File: src/rtl/pct_pkg.sv
package pct_pkg;
  // Control word, bits 7..0 (bit 8 is a write-only flag clear strobe)
  typedef struct packed {
    logic       gate_en;
    logic       dir_up;
    logic       dir_hw;
    logic [1:0] src;
    logic       pause_lvl;
    logic       mode;
    logic       arm;
  } ctrl_t;

  localparam int CLR_TC_BIT = 8;

  typedef enum logic [1:0] {
    A_CTRL = 2'd0,
    A_HIGH = 2'd1,
    A_LOW  = 2'd2,
    A_LOAD = 2'd3
  } addr_e;

  typedef enum logic [1:0] {
    SRC_FAST = 2'd0,
    SRC_SLOW = 2'd1,
    SRC_EXT  = 2'd2,
    SRC_NONE = 2'd3
  } src_e;
endpackage

File: src/rtl/pct_sync.sv
module pct_sync #(
  parameter int W = 1
) (
  input  logic         clk,
  input  logic         rst_n,
  input  logic [W-1:0] d,
  output logic [W-1:0] q
);
  logic [W-1:0] s1;

  always_ff @(posedge clk or negedge rst_n) begin
    if (!rst_n) begin
      s1 <= '0;
      q  <= '0;
    end else begin
      s1 <= d;
      q  <= s1;
    end
  end
endmodule

File: src/rtl/pct_src_sel.sv
module pct_src_sel
  import pct_pkg::*;
#(
  parameter int SLOW_DIV = 200
) (
  input  logic       clk,
  input  logic       rst_n,
  input  logic       tick_fast,
  input  logic       ext_s,
  input  logic [1:0] sel,
  output logic       evt
);
  localparam int PW = $clog2(SLOW_DIV);

  logic [PW-1:0] pre;
  logic          ext_d;
  logic          slow_tick;
  logic          ext_edge;

  assign slow_tick = tick_fast && (pre == PW'(SLOW_DIV - 1));
  assign ext_edge  = ext_s & ~ext_d;

  always_ff @(posedge clk or negedge rst_n) begin
    if (!rst_n) begin
      pre   <= '0;
      ext_d <= 1'b0;
    end else begin
      ext_d <= ext_s;
      if (tick_fast) pre <= slow_tick ? '0 : pre + 1'b1;
    end
  end

  always_comb begin
    case (src_e'(sel))
      SRC_FAST: evt = tick_fast;
      SRC_SLOW: evt = slow_tick;
      SRC_EXT:  evt = ext_edge;
      default:  evt = 1'b0;
    endcase
  end

  // a slow event only ever coincides with a fast strobe
  a_r5_slow_on_fast: assert property (@(posedge clk) disable iff (!rst_n)
    (sel == SRC_SLOW && evt) |-> tick_fast);
endmodule

File: src/rtl/pct_edge_cnt.sv
module pct_edge_cnt #(
  parameter int W = 24
) (
  input  logic         clk,
  input  logic         rst_n,
  input  logic         step,
  input  logic         up,
  input  logic         load,
  input  logic [W-1:0] load_val,
  input  logic         clr_tc,
  output logic [W-1:0] count,
  output logic         tc
);
  localparam logic [W-1:0] CMAX = '1;

  logic wrap;
  assign wrap = step && !load && (up ? (count == CMAX) : (count == '0));

  always_ff @(posedge clk or negedge rst_n) begin
    if (!rst_n) begin
      count <= '0;
      tc    <= 1'b0;
    end else begin
      if (load)      count <= load_val;
      else if (step) count <= up ? count + 1'b1 : count - 1'b1;
      if (clr_tc)    tc <= 1'b0;
      else if (wrap) tc <= 1'b1;
    end
  end

  // no step and no load leaves the count untouched
  a_r4_hold_count: assert property (@(posedge clk) disable iff (!rst_n)
    (!step && !load) |=> $stable(count));
  // upward wrap lands on zero with the flag raised
  a_r3_wrap_up: assert property (@(posedge clk) disable iff (!rst_n)
    (step && !load && up && count == CMAX && !clr_tc) |=> (count == '0 && tc));
  // flag is sticky until cleared
  a_r3_tc_sticky: assert property (@(posedge clk) disable iff (!rst_n)
    (tc && !clr_tc) |=> tc);
endmodule

File: src/rtl/pct_pulse_gen.sv
module pct_pulse_gen #(
  parameter int W = 24
) (
  input  logic         clk,
  input  logic         rst_n,
  input  logic         arm,
  input  logic         step,
  input  logic [W-1:0] hi_len,
  input  logic [W-1:0] lo_len,
  output logic         pulse
);
  logic [W-1:0] el;
  logic [W:0]   nxt;
  logic [W-1:0] len;

  assign len = pulse ? hi_len : lo_len;
  assign nxt = {1'b0, el} + 1'b1;

  always_ff @(posedge clk or negedge rst_n) begin
    if (!rst_n) begin
      pulse <= 1'b0;
      el    <= '0;
    end else if (!arm) begin
      pulse <= 1'b0;
      el    <= '0;
    end else if (step) begin
      if (nxt >= {1'b0, len}) begin
        pulse <= ~pulse;
        el    <= '0;
      end else begin
        el <= nxt[W-1:0];
      end
    end
  end

  // disarmed output drops to idle low
  a_r9_idle_low: assert property (@(posedge clk) disable iff (!rst_n)
    !arm |=> !pulse);
  // no step while armed keeps the waveform frozen
  a_r8_freeze: assert property (@(posedge clk) disable iff (!rst_n)
    (arm && !step) |=> $stable(pulse));
endmodule

File: src/rtl/pause_ctr_timer.sv
module pause_ctr_timer
  import pct_pkg::*;
#(
  parameter int CNT_W    = 24,
  parameter int SLOW_DIV = 200
) (
  input  logic             clk,
  input  logic             rst_n,
  input  logic             wr_en,
  input  logic [1:0]       wr_addr,
  input  logic [CNT_W-1:0] wr_data,
  input  logic             tick_fast,
  input  logic             ext_src,
  input  logic             gate_in,
  input  logic             updown_in,
  output logic [CNT_W-1:0] count_o,
  output logic             tc_o,
  output logic             pulse_o
);
  localparam int CTRL_W = $bits(ctrl_t);

  ctrl_t            ctrl;
  logic [CNT_W-1:0] hi_len, lo_len;
  logic [2:0]       async_s;
  logic             ext_s, gate_s, ud_s;
  logic             evt, paused, run, up, load, clr_tc;

  // Configuration registers
  always_ff @(posedge clk or negedge rst_n) begin
    if (!rst_n) begin
      ctrl   <= '0;
      hi_len <= '0;
      lo_len <= '0;
    end else if (wr_en) begin
      case (addr_e'(wr_addr))
        A_CTRL:  ctrl   <= ctrl_t'(wr_data[CTRL_W-1:0]);
        A_HIGH:  hi_len <= wr_data;
        A_LOW:   lo_len <= wr_data;
        default: ;
      endcase
    end
  end

  assign load   = wr_en && (addr_e'(wr_addr) == A_LOAD);
  assign clr_tc = wr_en && (addr_e'(wr_addr) == A_CTRL) && wr_data[CLR_TC_BIT];

  // two-flop resynchronisation of the asynchronous lines
  pct_sync #(.W(3)) u_sync (
    .clk  (clk),
    .rst_n(rst_n),
    .d    ({updown_in, gate_in, ext_src}),
    .q    (async_s)
  );
  assign {ud_s, gate_s, ext_s} = async_s;

  pct_src_sel #(.SLOW_DIV(SLOW_DIV)) u_src (
    .clk      (clk),
    .rst_n    (rst_n),
    .tick_fast(tick_fast),
    .ext_s    (ext_s),
    .sel      (ctrl.src),
    .evt      (evt)
  );

  assign paused = ctrl.gate_en && (gate_s == ctrl.pause_lvl);
  assign run    = ctrl.arm && !paused && evt;
  assign up     = ctrl.dir_hw ? ud_s : ctrl.dir_up;

  pct_edge_cnt #(.W(CNT_W)) u_cnt (
    .clk     (clk),
    .rst_n   (rst_n),
    .step    (run && !ctrl.mode),
    .up      (up),
    .load    (load),
    .load_val(wr_data),
    .clr_tc  (clr_tc),
    .count   (count_o),
    .tc      (tc_o)
  );

  pct_pulse_gen #(.W(CNT_W)) u_pulse (
    .clk   (clk),
    .rst_n (rst_n),
    .arm   (ctrl.arm && ctrl.mode),
    .step  (run && ctrl.mode),
    .hi_len(hi_len),
    .lo_len(lo_len),
    .pulse (pulse_o)
  );
endmodule

File: config.mk
export PLATFORM = sky130hd
export DESIGN_NAME = pause_ctr_timer
export DESIGN_NICKNAME = d
export VERILOG_FILES = /design/src/rtl/pct_pkg.sv /design/src/rtl/pct_sync.sv /design/src/rtl/pct_src_sel.sv /design/src/rtl/pct_edge_cnt.sv /design/src/rtl/pct_pulse_gen.sv /design/src/rtl/pause_ctr_timer.sv
export SDC_FILE = /design/constraint.sdc
export NUM_CORES = 1
export LEC_CHECK = 0
export BUFFER_PORTS_ARGS = -buffer_cell sky130_fd_sc_hd__buf_2
export CORE_UTILIZATION = 61
export DETAILED_ROUTE_END_ITERATION = 16
export PLACE_DENSITY = 0.87
export SLEW_MARGIN = 25
export SYNTH_ARGS = -nofsm -noshare
export SYNTH_HDL_FRONTEND = slang
export SYNTH_SLANG_ARGS = --single-unit
File: constraint.sdc
create_clock -name clk -period 5.2 [get_ports clk]
set_input_delay 0.26 -clock clk [delete_from_list [all_inputs] [get_ports clk]]
set_output_delay 0.26 -clock clk [all_outputs]
set_load 0.05 [all_outputs]
==> summary.txt <==
Placement
  • Setup slack at placement: approximately 1.0 ns
  • PortBufs: between 50 and 60
  • DPL Wire Length: ~13000 microns
  • Dpl cell area: just under 0.008 sq mm
  • Gpl congestion: roughly 0.93

Power and ir drop
  • Power per cell area: between 500 and 600 mW/mm^2
  • Maximum vdd drop: about 0.55 mV
  • Sw power: 2.04 mW
  • Pleak: between 3 and 4 nW
  • Switch share: 0.436
  • Sequential share of power: 0.303
  • Comb pwr share: 0.442
  • Internal power: approximately 2.6 mW
  • Clock Power Share: 0.255

Timing
  • Final cycle utilization of the critical path: 0.891
  • Final Skew: 0.0103 ns
  • Max_slew headroom: 0.381
  • Setup repair after global routing missed its margin: no
  • Setup WS post-layout: 0.566 ns
  • Final setup TNS: 0 ns
  • Final setup viols: 0
  • Final Slew Violations: 0
  • Minimum clock period: between 4 and 5 ns
  • Max Clock Freq: about 220 MHz
  • Slew @ Worst Pin: 0.929 ns
  • Min Hold Slack: a little over 0.08 ns
  • Fin. Hold Viols: 0

Clocking
  • Cts bufs inserted: 17
  • Post-CTS setup repair buffer count: 0
  • CTS tree: built
  • H-tree Lvls: 4
  • Clk pin slew, worst setup/hold paths: roughly 0.060 ns
  • Max clock buf depth: 2
  • Clk_lat worst skew: around 0.42 ns
  • Root buf cell: clkbuf_16
  • CTS Sinks: roughly 120

Yosys
  • Async SR Flop Fraction: 1.00
  • Synth Area in Simple Gates: 0.161
  • Net Count, Synth: about 830
  • Most used DFF post-synth: dfrtp_1
  • Portion of netlist area occupied by mux cells: 0.124
  • Ys Warns: 0
  • Mapped Area: 0.00744 sq mm
  • Top cell type's share of synthesized area: 0.407
  • EDFF count, synth: 0
  • Area fraction in compound gates after synthesis: 0.151
  • Yosys top cell by area: dfrtp_1
  • #FFs+latches synth: roughly 120
  • Synthesized-area fraction occupied by adder cells: 0.0834
  • Cell variety after synth: 65
  • Post-Synth XOR/XNOR Area: 0.0530
  • Syn Inst Count: about 750
  • Post-synthesis area per instance: between 9 and 10 sq um
  • Top area cells in the synthesized netlist: dfrtp_1 (41%), mux2_2 (9.1%), ha_1 (8.1%)
  • Largest family of logic cells by synthesized area: simple AND/OR/NAND/NOR gates
  • Seq/Total Area, Yosys: 0.407

Floorplanning
  • FP Rows: 39
  • I/O pin cnt: slightly below 60
  • Die ar.: 0.0126 sq mm
  • Die Y: between 100 and 150 microns
  • Die Wd: between 100 and 150 microns
  • Starting Density: 0.638
  • Core box area: roughly 0.012 sq mm

Critical path
  • Slowest-stage cell, CP: or2_1
  • CP cell instances: and3_1 > and4_1 > nand4_1 > nor2_1 > nand3_1 > xnor2_1 > ha_1 > nand4_1 > nor4_1 > a211oi_1 > o21ai_1 > a221o_1 > or2_1 > o21ai_1
  • Worst setup endpoint: u_pulse.el[12]
  • R2r endpoint: u_pulse.el[12]
  • CP max FO: 16
  • Worst path bufs/invs: 0
  • Reg2reg start: u_pulse.el[2]
  • Reg2Reg Setup Slack: 0.57 ns
  • Crit. Startpoint: u_pulse.el[2]
  • Top delay family on crit path: simple AND/OR/NAND/NOR gates
  • Slowest stage delay, CP: roughly 0.6 ns
  • Worst reg2reg path depth: 14
  • WP data required: between 5 and 6 ns
  • Worst EP arrival: around 4.9 ns
  • CP startpoint kind: flop
  • Worst Setup End Kind: flop
  • Stages on the worst setup path: 14
  • WS Path Type: reg2reg

Global route
  • First-pass GRT wire length: about 34000 microns
  • Total grt overflow: 0
  • Total GRT Usage: 0.349
  • Initial antenna violation count: 0
  • Largest net degree at the start of global routing: 73
  • Number of global-route vias before repair: about 6600

Detailed routing
  • Via density: slightly below 7
  • Drt wl/cell: 21.4 microns
  • Final ANT Viol Nets: 0
  • Routed wire length: 20700 microns
  • DRC violations left: 0
  • 1st-pass router iterations: 5
  • Via count: about 6500
  • Initial drt markers: between 400 and 500

Hold path
  • Hold Path Class: in2reg

Run status
  • Status: finished, final reports clean

Layout
  • Area Overhead vs Synth: 14.6%
  • Commonest cells after routing, fill and taps aside: dfrtp_1 (121), nand2_1 (88), mux2_2 (60)
  • # nets final: 895
  • Layout cells sized above 1: 0.208
  • Most common cell after layout, fill and taps aside: dfrtp_1
  • Post-layout util: 0.731
  • Ant. Diodes: 0
  • Design area: between 0.008 and 0.009 sq mm

Job
  • Max cap viols: 0
synthesized netlist by cell type, drive strengths merged, types with 14 or more instances:
cell type and number:
a21o 18, a21oi 38, a31oi 14, and3 14
clkbuf 22, dfrtp 121, ha 48, mux2 60
mux2i 25, nand2 88, nand3 20, nand4 21
nor2 43, nor3 14, o21ai 41, xnor2 29
xor2 16
layout make-up:
type	count	area (sq um)
clock inverter	15	164
tap	143	179
fill	715	3140
multi-input combinational	590	4260
inverter	10	37.5
timing repair buffer	73	430
clock buffer	17	425
sequential	121	3030
per-layer routing:
metal  vias up  global-route usage  routed length (microns)
li1       2909                   -                        -
met2       387               0.567                     9930
met5         -                   0                        0
met4         0               0.199                     1130
met3       112              0.0740                     1620
met1      3137               0.434                     8070
power by group through the flow:
stage | clock [mW] | combinational (mW) | sequential (mW)
2_1_floorplan | 0 | 1.26 | 1.67
3_3_place_gp | 0 | 1.93 | 1.39
3_5_place_dp | 0 | 2.01 | 1.41
4_1_cts | 1.19 | 2.05 | 1.41
5_1_grt | 1.24 | 2.24 | 1.44
6_report | 1.19 | 2.07 | 1.42
state kept, by name, indices dropped and copies added (netlist names):
name,flops
u_src.ext_d,1
u_src.pre,8
u_cnt.count,24
hi_len,24
u_pulse.pulse,1
u_sync.s1,3
lo_len,24
u_cnt.tc,1
u_sync.q,3
u_pulse.el,24
ctrl,8
repair_timing:
action / in CTS / in global routing
resized for setup: 0 / 0
hold endpoints to repair: 52 / 0
hold buffers: 4 / 0
worst min-delay path by stage:
stage	startpoint	end	slack [ns]	cells past startpoint
after detailed placement	rst_n	hi_len[19]	0.33	1
after global placement	rst_n	hi_len[18]	0.32	1
after CTS	wr_data[8]	u_cnt.tc	0.07	2
after floorplan	rst_n	ctrl[0]	-0.04	0
final	wr_data[8]	u_cnt.tc	0.08	2
after global routing	wr_data[8]	u_cnt.tc	0.08	2
worst register-to-register path, stage by stage, from the launching register on:
cell and delay, ns:
dfrtp_1 0.44, and3_1 0.24, and4_1 0.26, nand4_1 0.26, nor2_1 0.34, nand3_1 0.17, xnor2_1 0.20, ha_1 0.34
nand4_1 0.17, nor4_1 0.55, a211oi_1 0.15, o21ai_1 0.11, a221o_1 0.46, or2_1 0.60, o21ai_1 0.19
through the flow:
| stage | power (mW) | std cells |
|---|---|---|
| 2_1_floorplan | 2.92 | 749 |
| 3_3_place_gp | 3.32 | 931 |
| 3_5_place_dp | 3.42 | 933 |
| 4_1_cts | 4.64 | 969 |
| 5_1_grt | 4.92 | 969 |
| 6_report | 4.68 | 969 |
cells by family after synthesis:
logic type	after synthesis
AOI/OAI and AO/OA	168
and+or+nand+nor	243
DFF	121
muxes	85
xor gates and xnor gates	45
adders and majority gates	49
buffers and inverters	38
Power figures use the tool's default switching activity.
